==> src/rtl/tc_pkg.sv <==
package tc_pkg;
  // Which computation supplies the registered result
  typedef enum logic {
    PATH_FAST = 1'b0,
    PATH_FULL = 1'b1
  } path_e;

  // Shortest full-width latency for which the probe path stays
  // below half of the full path (1 cycle versus FULL_LAT cycles)
  localparam int unsigned MIN_FULL_LAT = 3;
endpackage

==> src/rtl/tc_probe.sv <==
module tc_probe #(
  parameter int unsigned DATA_W  = 32,
  parameter int unsigned PROBE_W = 4
) (
  input  logic [DATA_W-1:0] a,
  input  logic [DATA_W-1:0] b,
  output logic              mismatch
);
  function automatic logic low_bits_differ(input logic [DATA_W-1:0] x,
                                           input logic [DATA_W-1:0] y);
    logic [PROBE_W-1:0] diff;
    diff = x[PROBE_W-1:0] ^ y[PROBE_W-1:0];
    return |diff;
  endfunction

  assign mismatch = low_bits_differ(a, b);
endmodule

==> src/rtl/tc_magnitude.sv <==
module tc_magnitude #(
  parameter int unsigned DATA_W = 32
) (
  input  logic [DATA_W-1:0] a,
  input  logic [DATA_W-1:0] b,
  output logic              eq,
  output logic              lt
);
  function automatic logic all_bits_equal(input logic [DATA_W-1:0] x,
                                          input logic [DATA_W-1:0] y);
    return ~|(x ^ y);
  endfunction

  // Unsigned below: borrow out of x - y
  function automatic logic unsigned_below(input logic [DATA_W-1:0] x,
                                          input logic [DATA_W-1:0] y);
    logic [DATA_W:0] d;
    d = {1'b0, x} - {1'b0, y};
    return d[DATA_W];
  endfunction

  assign eq = all_bits_equal(a, b);
  assign lt = unsigned_below(a, b);
endmodule

==> src/rtl/tc_timer.sv <==
module tc_timer #(
  parameter int unsigned FULL_LAT = 3
) (
  input  logic clk,
  input  logic rst_n,
  input  logic load,
  output logic busy,
  output logic fire
);
  localparam int unsigned CNT_W = $clog2(FULL_LAT + 1);

  logic [CNT_W-1:0] cnt_q;

  always_ff @(posedge clk or negedge rst_n) begin
    if (!rst_n)      cnt_q <= '0;
    else if (load)   cnt_q <= CNT_W'(FULL_LAT - 1);
    else if (busy)   cnt_q <= cnt_q - 1'b1;
  end

  assign busy = (cnt_q != '0);
  assign fire = (cnt_q == CNT_W'(1));
endmodule

==> src/rtl/tc_resmux.sv <==
module tc_resmux
  import tc_pkg::*;
(
  input  path_e sel,
  input  logic  fast_eq,
  input  logic  fast_lt,
  input  logic  full_eq,
  input  logic  full_lt,
  output logic  eq,
  output logic  lt
);
  always_comb begin
    if (sel == PATH_FULL) begin
      eq = full_eq;
      lt = full_lt;
    end else begin
      eq = fast_eq;
      lt = fast_lt;
    end
  end
endmodule

==> src/rtl/early_cmp.sv <==
module early_cmp
  import tc_pkg::*;
#(
  parameter int unsigned DATA_W   = 32,
  parameter int unsigned PROBE_W  = 4,
  parameter int unsigned FULL_LAT = 3
) (
  input  logic              clk,
  input  logic              rst_n,
  input  logic              start_i,
  input  logic [DATA_W-1:0] a_i,
  input  logic [DATA_W-1:0] b_i,
  output logic              done_o,
  output logic              eq_o,
  output logic              lt_o
);
  generate
    if (FULL_LAT < MIN_FULL_LAT || PROBE_W == 0 || PROBE_W >= DATA_W) begin : g_bad_cfg
      $error("early_cmp: unsupported parameter combination");
    end
  endgenerate

  // Named internal events
  logic accept;      // start taken this edge
  logic early_hit;   // probe bits disagree on live operands
  logic busy;        // full-width compare pending
  logic full_fire;   // full-width compare completes this edge
  logic finish;      // any completion this edge

  logic [DATA_W-1:0] a_q, b_q;
  logic fast_eq, fast_lt, full_eq, full_lt, sel_eq, sel_lt;
  path_e sel;

  tc_probe #(.DATA_W(DATA_W), .PROBE_W(PROBE_W)) u_probe (
    .a(a_i), .b(b_i), .mismatch(early_hit)
  );

  tc_timer #(.FULL_LAT(FULL_LAT)) u_timer (
    .clk(clk), .rst_n(rst_n), .load(accept && !early_hit),
    .busy(busy), .fire(full_fire)
  );

  // Live operands feed the fast answer, captured ones the full answer
  tc_magnitude #(.DATA_W(DATA_W)) u_mag_fast (
    .a(a_i), .b(b_i), .eq(fast_eq), .lt(fast_lt)
  );

  tc_magnitude #(.DATA_W(DATA_W)) u_mag_full (
    .a(a_q), .b(b_q), .eq(full_eq), .lt(full_lt)
  );

  assign accept = start_i && !busy;
  assign finish = (accept && early_hit) || full_fire;
  assign sel    = full_fire ? PATH_FULL : PATH_FAST;

  tc_resmux u_mux (
    .sel(sel), .fast_eq(fast_eq), .fast_lt(fast_lt),
    .full_eq(full_eq), .full_lt(full_lt), .eq(sel_eq), .lt(sel_lt)
  );

  always_ff @(posedge clk or negedge rst_n) begin
    if (!rst_n) begin
      a_q <= '0;
      b_q <= '0;
    end else if (accept && !early_hit) begin
      a_q <= a_i;
      b_q <= b_i;
    end
  end

  always_ff @(posedge clk or negedge rst_n) begin
    if (!rst_n) begin
      done_o <= 1'b0;
      eq_o   <= 1'b0;
      lt_o   <= 1'b0;
    end else begin
      done_o <= finish;
      if (finish) begin
        eq_o <= sel_eq;
        lt_o <= sel_lt;
      end
    end
  end
endmodule

==> config.mk <==
export PLATFORM = sky130hd
export DESIGN_NAME = early_cmp
export DESIGN_NICKNAME = d
export VERILOG_FILES = /design/src/rtl/tc_pkg.sv /design/src/rtl/tc_probe.sv /design/src/rtl/tc_magnitude.sv /design/src/rtl/tc_timer.sv /design/src/rtl/tc_resmux.sv /design/src/rtl/early_cmp.sv
export SDC_FILE = /design/constraint.sdc
export NUM_CORES = 1
export LEC_CHECK = 0
export ABC_AREA = 1
export BUFFER_PORTS_ARGS = -buffer_cell sky130_fd_sc_hd__buf_2
export CAP_MARGIN = 0
export CORE_MARGIN = 3
export CORE_UTILIZATION = 63
export CTS_BUF_LIST = sky130_fd_sc_hd__clkbuf_2 sky130_fd_sc_hd__clkbuf_4 sky130_fd_sc_hd__clkbuf_8
export CTS_CLUSTER_SIZE = 16
export DETAILED_ROUTE_END_ITERATION = 12
export GPL_ROUTABILITY_DRIVEN = 0
export PLACE_DENSITY = 0.95
export SLEW_MARGIN = 20
export SYNTH_ARGS = -nofsm -noshare
export SYNTH_HDL_FRONTEND = slang
export SYNTH_SLANG_ARGS = --single-unit
==> constraint.sdc <==
create_clock -name clk -period 3.06 [get_ports clk]
set_input_delay 0.306 -clock clk [delete_from_list [all_inputs] [get_ports clk]]
set_output_delay 0.306 -clock clk [all_outputs]
set_load 0.02 [all_outputs]
After elaboration in Yosys (flattened, before gate mapping)
Cells that the tools add are included.
{ "op_classes": {"n_addsub": 3, "n_mul": 0, "n_div": 0, "order_cmp": 0, "eq_ne": 1, "shift": 0, "mux": 5, "n_bitwise": 3, "n_reduce_logical": 13} }
{ "ops": {"columns": ["operator", "count"], "rows": [
  ["subtractor 32 x 32 -> 33 bit", 2],
  ["OR reduction 32 bit", 2],
  ["XOR 32 bit", 2],
  ["logical NOT 1 bit", 4],
  ["two-way mux 2 bit", 2],
  ["nonzero test 2 bit", 2],
  ["OR reduction 4 bit", 1],
  ["XOR 4 bit", 1],
  ["logical AND 1 bit", 3],
  ["two-way mux 1 bit", 3],
  ["equality test 2 x 1 -> 1 bit (second input constant)", 1],
  ["subtractor 2 x 1 -> 2 bit (second input constant)", 1],
  ["logical OR 1 bit", 1]
]} }
{ "totals": {"ff_bits": 69, "latch_bits": 0, "ramBits": 0, "mem_bits_ro": 0, "in_bits": 67, "output_inout_bits": 3, "word_cells": 31, "mem_count": 0} }

Longest topological paths before layout
Gate-level depths: netlist (run 1).
{ "depth": {"ltp_word": 5, "depth_mapped": 16, "depth_no_buf": 16} }

By module
From an unflattened synthesis (run 1), not the netlist that was laid out.
{ "unflattened": {"hier_cells": 615, "area_unflattened_um2": 4549.4} }
{ "by_module_without_submodules": {"columns": ["mod", "n_inst", "cells_each", "area_each_um2", "seq_area_each_um2"], "rows": [
  ["early_cmp", 1, 286, 2575.0, 1676.6],
  ["tc_magnitude", 2, 142, 870.8, 0.0],
  ["tc_timer", 1, 15, 120.1, 50.0],
  ["tc_probe", 1, 23, 86.3, 0.0],
  ["tc_resmux", 1, 7, 26.3, 0.0]
]} }

Worst setup path before layout (run 1)
No wires, ideal clock.
{ "synth_timing": {"path_kind": "input-to-reg", "startpoint": "input port b_i[3]", "endpoint": "register a_q[10]", "setup_time_ns": 0.125, "t_arrival_ns": 1.420, "required_ns": 2.935, "slack_ns": 1.515, "cell_stages": 7, "path_buffers": 1, "cell_sequence": "inv_1 > ha_1 > nand2_1 > nor2_2 > nand3_4 > buf_6 > mux2_4"} }
{ "synth_between": {"elab_chain_cells": 4} }
{ "synth_rtl": {"columns": ["item", "line", "source"], "rows": [
  ["start: declaration", "early_cmp.sv:12", "input logic [DATA_W-1:0] b_i,"],
  ["XOR 4 bit", "tc_probe.sv:12", "diff = x[PROBE_W-1:0] ^ y[PROBE_W-1:0];"],
  ["OR reduction 4 bit", "tc_probe.sv:13", "return |diff;"],
  ["logical NOT 1 bit", "early_cmp.sv:65", "end else if (accept && !early_hit) begin"],
  ["logical AND 1 bit", "early_cmp.sv:65", null],
  ["end signal: assignment", "early_cmp.sv:66", "a_q <= a_i;"],
  ["end: declaration", "early_cmp.sv:30", "logic [DATA_W-1:0] a_q, b_q;"]
]} }
Every way passes these cells.
A chain may end at the register's enable or synchronous reset.

Worst setup path after layout (run 1)
{ "layout_timing": {"startpoint": "register u_timer.cnt_q[0]", "endpoint": "register a_q[17]"} }
{ "layout_between": {"elab_chain_cells": 4} }
{ "layout_rtl": {"columns": ["item", "line", "source"], "rows": [
  ["start: declaration", "tc_timer.sv:12", "logic [CNT_W-1:0] cnt_q;"],
  ["start signal: assignment", "tc_timer.sv:16", "else if (load) cnt_q <= CNT_W'(FULL_LAT - 1);"],
  ["start signal: assignment", "tc_timer.sv:17", "else if (busy) cnt_q <= cnt_q - 1'b1;"],
  ["nonzero test 2 bit", "tc_timer.sv:20", "assign busy = (cnt_q != '0);"],
  ["logical NOT 1 bit", "early_cmp.sv:52", "assign accept = start_i && !busy;"],
  ["logical AND 1 bit", "early_cmp.sv:52", null],
  ["logical AND 1 bit", "early_cmp.sv:65", null]
]} }
Every way passes these cells.

==> results.ini, run 1 <==
[status]
status = completed

[route]
drt-pass1-iter-count = 4
drcViolationCount = 0
wl_per_cell_um = 14.4
via_per_inst = 5.27
wl_mm = 9.42
dr.first_iter.drc_count = 141
drtAntennaViolNets = 0
num_vias = 3447

[clock_network]
cts_max_level = 3
cts_buffers = 9
root_buffer = clkbuf_8
cts_resized = 0
cts_tree = yes
clockBufferDepth = 2
cts_sinks = 69
clkTransAtPathRegs_ns = 0.08
clkLatencyLatePin_ns = 0.35

[critical_path]
startpoint_type = flop
endpoint_kind = flop
required_ns = 3.29
r2r_start = u_timer.cnt_q[0]$_DFFE_PN0P_
path_class = reg2reg
cp_max_fo = 74
rr_worst_depth = 5
worstPathArrival_ns = 2.13
reg2reg_slack_ns = 1.16
rr_endpoint = a_q[17]$_DFFE_PN0P_

[power_and_ir_drop]
power_density_nw_per_um2 = 867
power.share.switching = 0.381
ir_worst_vdd_uv = 436
seqPwrFrac = 0.369
p_clk_frac = 0.186
p_leak_nw = 2.90
power_mw = 4.36
p_comb_frac = 0.444
switchingPower_mw = 1.66
p_int_mw = 2.70

[synthesis]
avgSynthCellArea_um2 = 9.10
synth_area_leaders = dfrtp_1 (39%), ha_1 (19%), mux2_4 (11%)
yosysTopAreaCellShare = 0.393
syn_nets = 616
synth_warnings = 0
synthCells = 483
syn_area_um2 = 4400
yosysSeqAreaShare = 0.393
yosys.area.top_type = dfrtp_1
synth-seq-cells = 69
ys_types = 20

[grt]
antenna_found_initial = 0
track_usage = 0.252
overflow = 0
grt_pass1_vias = 3641
grt_max_degree = 75
grt_pass1_wl_mm = 15.5

[place]
dp.cells = 637
pre_cts_ws_ns = 0.955
hpwl_mm = 7.01
io_buffer_count = 69

[die]
rows = 29
fp.dieArea_um2 = 8020
io_pins = 70
die_h_um = 89.5
coreArea_um2 = 6570
initial_utilization = 0.669
die_width_um = 89.5

[sta]
tns_ns = 0
slew_viol_final = 0
fin_ws_ns = 1.16
worst_pin_slew_ns = 0.572
fin_skew_ns = 0.00405
setup_violations = 0
max_freq_mhz = 526
period_share = 0.621
relSlewSlack = 0.619
fin_crit_ns = 1.90
rsz0062_at_grt = false
hold_viol_final = 0

[min_path]
hp-class = in2reg
whs_endpoint = a_q[20]$_DFFE_PN0P_
hp-start = a_i[20]
holdPathStages = 2

[cells_and_area]
drive_above_1_share = 0.216
area_delta_synth_final_pct = 14.3
fin_nets = 689
stdcell_count = 654
antenna-diode-count = 0

[flow_run]
cap_violations = 0

power groups by stage:
stage / sequential [mW] / combinational (mW) / clock (mW)
finish: 1.61 / 1.94 / 0.811
global route: 1.66 / 2.24 / 0.861
CTS: 1.60 / 1.96 / 0.817
detailed placement: 1.61 / 1.89 / 0
global placement: 1.58 / 1.73 / 0
floorplan: 1.54 / 1.43 / 0
through the flow:
step           utilization  cell area, um2  hold WS [ns]
2_1_floorplan            -            4400        0.0104
3_3_place_gp         0.731            4800         0.300
3_5_place_dp         0.731            4800         0.310
4_1_cts              0.765            5030         0.191
5_1_grt              0.765            5030         0.190
6_report             0.765            5030         0.204
layout by cell type (no fill, tap or decap), drive strengths merged:
master	Yosys	layout
clkinv	0	3
nor2	26	26
dlygate4sd3	0	1
o21bai	1	1
dfrtp	69	69
inv	87	87
clkbuf	4	9
buf	6	71
mux2	32	32
a21oi	25	25
o21a	1	1
bufinv	0	2
o21ai	39	39
a21o	2	2
nand3	6	6
ha	66	66
nand2	113	113
nand4	4	4
clkinvlp	0	2
nor3	1	1
and2	1	1
repair_timing:
| action | 4_1_cts | 5_1_grt |
|---|---|---|
| endpoints found under the hold margin | 23 | 0 |
| buffers inserted | 0 | 0 |
| hold buffers | 1 | 0 |
cells in the mapped netlist:
cell,n
nand2_1,113
mux2_4,32
ha_1,66
o21bai_1,1
o21a_1,1
buf_6,6
clkbuf_1,4
nand3_4,1
a21o_1,2
dfrtp_1,69
nand4_1,4
nor2_1,25
nor2_2,1
a21oi_1,25
nor3_1,1
o21ai_1,2
nand3_1,5
and2_1,1
inv_1,87
o21ai_0,37
cell families after synthesis:
family	share of synthesized area
buf+inv	0.0931
compound gates	0.0797
simple gates	0.137
mux	0.109
fa+ha+maj	0.188
flops	0.393
worst max-delay path by stage:
stage / from / endpoint
6_report: u_timer.cnt_q[0]$_DFFE_PN0P_ / a_q[17]$_DFFE_PN0P_
5_1_grt: b_q[15]$_DFFE_PN0P_ / lt_o$_DFFE_PN0P_
4_1_cts: u_timer.cnt_q[0]$_DFFE_PN0P_ / a_q[17]$_DFFE_PN0P_
3_5_place_dp: b_i[3] / a_q[19]$_DFFE_PN0P_
3_3_place_gp: b_i[3] / a_q[14]$_DFFE_PN0P_
2_1_floorplan: b_i[3] / a_q[10]$_DFFE_PN0P_
cell type report:
type                       count  area, um2
inverter                      87        327
sequential                    69       1730
timing repair buffer          72        383
clock inverter                 7       90.1
tap                           93        116
clock buffer                   9        124
fill                         412       1540
multi-input combinational    317       2260
layer usage:
metal | track usage | wire (um)
met5 | 0 | 0
met4 | 0.110 | 246
met3 | 0.0415 | 416
met2 | 0.457 | 4940
met1 | 0.291 | 3820
flip-flops by register name, summed over array words and instances, names as in the netlist:
register,count
done_o,1
b_q,32
u_timer.cnt_q,2
lt_o,1
eq_o,1
a_q,32
worst max-delay path, stage by stage, from the launching register on:
cell     delay [ns]
dfrtp_1        0.40
inv_1          0.06
ha_1           0.27
nand3_4        0.33
buf_12         0.37
mux2_4         0.34
(Power assumes the default switching activity.)
==> inputs of run 2 (changes only) <==
--- a/config.mk
+++ b/config.mk
@@ -5,16 +5,16 @@
 export SDC_FILE = /design/constraint.sdc
 export NUM_CORES = 1
 export LEC_CHECK = 0
-export ABC_AREA = 1
+export ABC_AREA = 0
 export BUFFER_PORTS_ARGS = -buffer_cell sky130_fd_sc_hd__buf_2
 export CAP_MARGIN = 0
 export CORE_MARGIN = 3
-export CORE_UTILIZATION = 63
+export CORE_UTILIZATION = 58
 export CTS_BUF_LIST = sky130_fd_sc_hd__clkbuf_2 sky130_fd_sc_hd__clkbuf_4 sky130_fd_sc_hd__clkbuf_8
 export CTS_CLUSTER_SIZE = 16
 export DETAILED_ROUTE_END_ITERATION = 12
 export GPL_ROUTABILITY_DRIVEN = 0
-export PLACE_DENSITY = 0.95
+export PLACE_DENSITY = 0.92
 export SLEW_MARGIN = 20
 export SYNTH_ARGS = -nofsm -noshare
 export SYNTH_HDL_FRONTEND = slang
==> constraint.sdc (replaced) <==
create_clock -name clk -period 1.9 [get_ports clk]
set_input_delay 0.19 -clock clk [delete_from_list [all_inputs] [get_ports clk]]
set_output_delay 0.19 -clock clk [all_outputs]
set_load 0.02 [all_outputs]
==> results.ini, run 2 <==
[status]
status = finished, violations left
violations = negative setup slack

[grt]
grt_max_degree = 70
overflow = 0
grt_pass1_vias = 3453
track_usage = 0.229
grt_pass1_wl_mm = 15.2
antenna_found_initial = 0

[power_and_ir_drop]
p_int_mw = 3.98
p_leak_nw = 2.66
power.share.switching = 0.362
ir_worst_vdd_uv = 643
switchingPower_mw = 2.25
p_comb_frac = 0.398
power_mw = 6.23
p_clk_frac = 0.196
power_density_nw_per_um2 = 1230
seqPwrFrac = 0.405

[route]
drcViolationCount = 0
dr.first_iter.drc_count = 262
num_vias = 3326
wl_mm = 9.72
via_per_inst = 5.46
drtAntennaViolNets = 0
wl_per_cell_um = 16.0
drt-pass1-iter-count = 4

[critical_path]
reg2reg_slack_ns = -0.05
endpoint_kind = flop
cp_max_fo = 3
worstPathArrival_ns = 2.18
r2r_start = a_q[13]$_DFFE_PN0P_
rr_worst_depth = 7
startpoint_type = flop
path_class = reg2reg
required_ns = 2.12
rr_endpoint = lt_o$_DFFE_PN0P_

[clock_network]
clkTransAtPathRegs_ns = 0.08
cts_tree = yes
clkLatencyLatePin_ns = 0.34
cts_buffers = 9
cts_sinks = 69
root_buffer = clkbuf_8
cts_max_level = 3
clockBufferDepth = 2

[cells_and_area]
area_delta_synth_final_pct = 23.4
drive_above_1_share = 0.312
stdcell_count = 609
final_area_um2 = 5060
final_cell_mix = dfrtp_1 (69), buf_2 (69), inv_1 (62)
multi_input_area_um2 = 2230
regArea_um2 = 1730
antenna-diode-count = 0
reg_top3 = a_q x32, b_q x32, u_timer.cnt_q x2
fin_nets = 641
fillers = 461

[die]
initial_utilization = 0.600
coreArea_um2 = 6830
rows = 30
die_width_um = 90.1
io_pins = 70
die_h_um = 90.1
fp.dieArea_um2 = 8110

[sta]
fin_skew_ns = 0.0111
setup_violations = 1
slew_viol_final = 0
fin_ws_ns = -0.0534
relSlewSlack = 0.723
fin_crit_ns = 1.95
period_share = 1.03
worst_pin_slew_ns = 0.416
hold_viol_final = 0
rsz0062_at_grt = true
max_freq_mhz = 512

[synthesis]
synth_area_leaders = dfrtp_1 (42%), ha_1 (20%), mux2_2 (8.8%)
ys_types = 32
syn_nets = 552
synthCells = 419
synth-seq-cells = 69
syn_area_um2 = 4100
synth-main-ff-cell = dfrtp_1
synth_edf_count = 0
yosysMostFrequentCell = dfrtp_1
synth_warnings = 0
yosys.area.top_type = dfrtp_1
async_reset_ff_frac = 1.00
avgSynthCellArea_um2 = 9.78
yosysTopAreaCellShare = 0.421
yosysSeqAreaShare = 0.421
synth_common_cells = dfrtp_1 (69), inv_1 (68), ha_1 (66), nand2_1 (53), o21ai_0 (41)

[min_path]
hp-start = b_i[31]
whs_endpoint = b_q[31]$_DFFE_PN0P_
holdPathStages = 3
hp-class = in2reg

[place]
dpl-instance-area_um2 = 4660
io_buffer_count = 69
pre_cts_ws_ns = -0.147
hpwl_mm = 6.94
dp.cells = 587

[flow_run]
cap_violations = 0

==> run 2: cell count changes in the layout (fill, tap and decap cells not counted), moves of 5 or more <==
cell / change
inv_1: -25
mux2_2: +32
inv_2: +6
ha_1: -8
ha_4: +8
mux2_4: -32
nand2_1: -61
buf_4: +14
nor2_1: -16
nand4_1: +5
==> run 2: worst max-delay path, stage by stage (launching register included) <==
cell,delay (ns)
dfrtp_1,0.42
ha_4,0.28
nand4_1,0.16
buf_4,0.19
nor4_4,0.29
a211o_1,0.19
a211oi_2,0.07
a221o_1,0.25
==> run 2: cells by family (layout without fill, tap and decap cells) <==
kind of cell    Yosys count  after routing  share of synthesized area
buf+inv                  78            172                     0.0726
fa+ha+maj                66             66                      0.201
simple gates             90             90                      0.102
flops                    69             69                      0.421
compound gates           83             83                      0.112
mux                      33             33                     0.0904
==> run 2: power by group through the flow <==
stage / Clock (mW) / Sequential, mW / Combinational (mW)
floorplan: 0 / 2.41 / 1.49
global placement: 0 / 2.44 / 1.96
detailed placement: 0 / 2.48 / 2.11
CTS: 1.22 / 2.47 / 2.24
global route: 1.30 / 2.59 / 2.84
finish: 1.22 / 2.52 / 2.48
==> run 2: timing repair <==
action | 4_1_cts | 5_1_grt
pin swaps | 8 | 12
hold endpoints to repair | 69 | 0
gates resized for setup | 6 | 18
hold buffers | 1 | 0
endpoints found under the setup margin | 1 | 1
setup buffers | 1 | 4
==> run 2: layout make-up <==
class                   count  area share
clock buffers              10      0.0272
repair buffers             88       0.104
inverters                  68      0.0505
clock inverters             6      0.0124
flip-flops and latches     69       0.341
multi-input cells         272       0.440
well taps                  96      0.0238
==> run 2: worst max path at each step <==
stage                        startpoint  cells past startpoint                to
global route        b_q[15]$_DFFE_PN0P_                      8  lt_o$_DFFE_PN0P_
detailed placement              b_i[25]                      8  lt_o$_DFFE_PN0P_
global placement                b_i[29]                      8  lt_o$_DFFE_PN0P_
floorplan                       b_i[30]                      7  lt_o$_DFFE_PN0P_
finish              a_q[13]$_DFFE_PN0P_                      7  lt_o$_DFFE_PN0P_
CTS                 b_q[14]$_DFFE_PN0P_                      8  lt_o$_DFFE_PN0P_
==> run 2: through the flow <==
stage / util / setup TNS [ns] / hold WS, ns
2_1_floorplan: - / 0 / -0.106
3_3_place_gp: 0.683 / -0.0655 / 0.237
3_5_place_dp: 0.683 / -0.147 / 0.240
4_1_cts: 0.721 / 0 / 0.0592
5_1_grt: 0.740 / -0.149 / 0.0815
6_report: 0.740 / -0.0534 / 0.0679
==> run 2: per-layer routing <==
metal / routed length, um / share of wire / GRT usage / up-vias
met1: 4010 / 0.41 / 0.271 / 1607
met5: 0 / 0 / 0 / -
met2: 5030 / 0.52 / 0.406 / 82
li1: - / - / - / 1610
met3: 389 / 0.040 / 0.0435 / 27
met4: 282 / 0.029 / 0.101 / 0
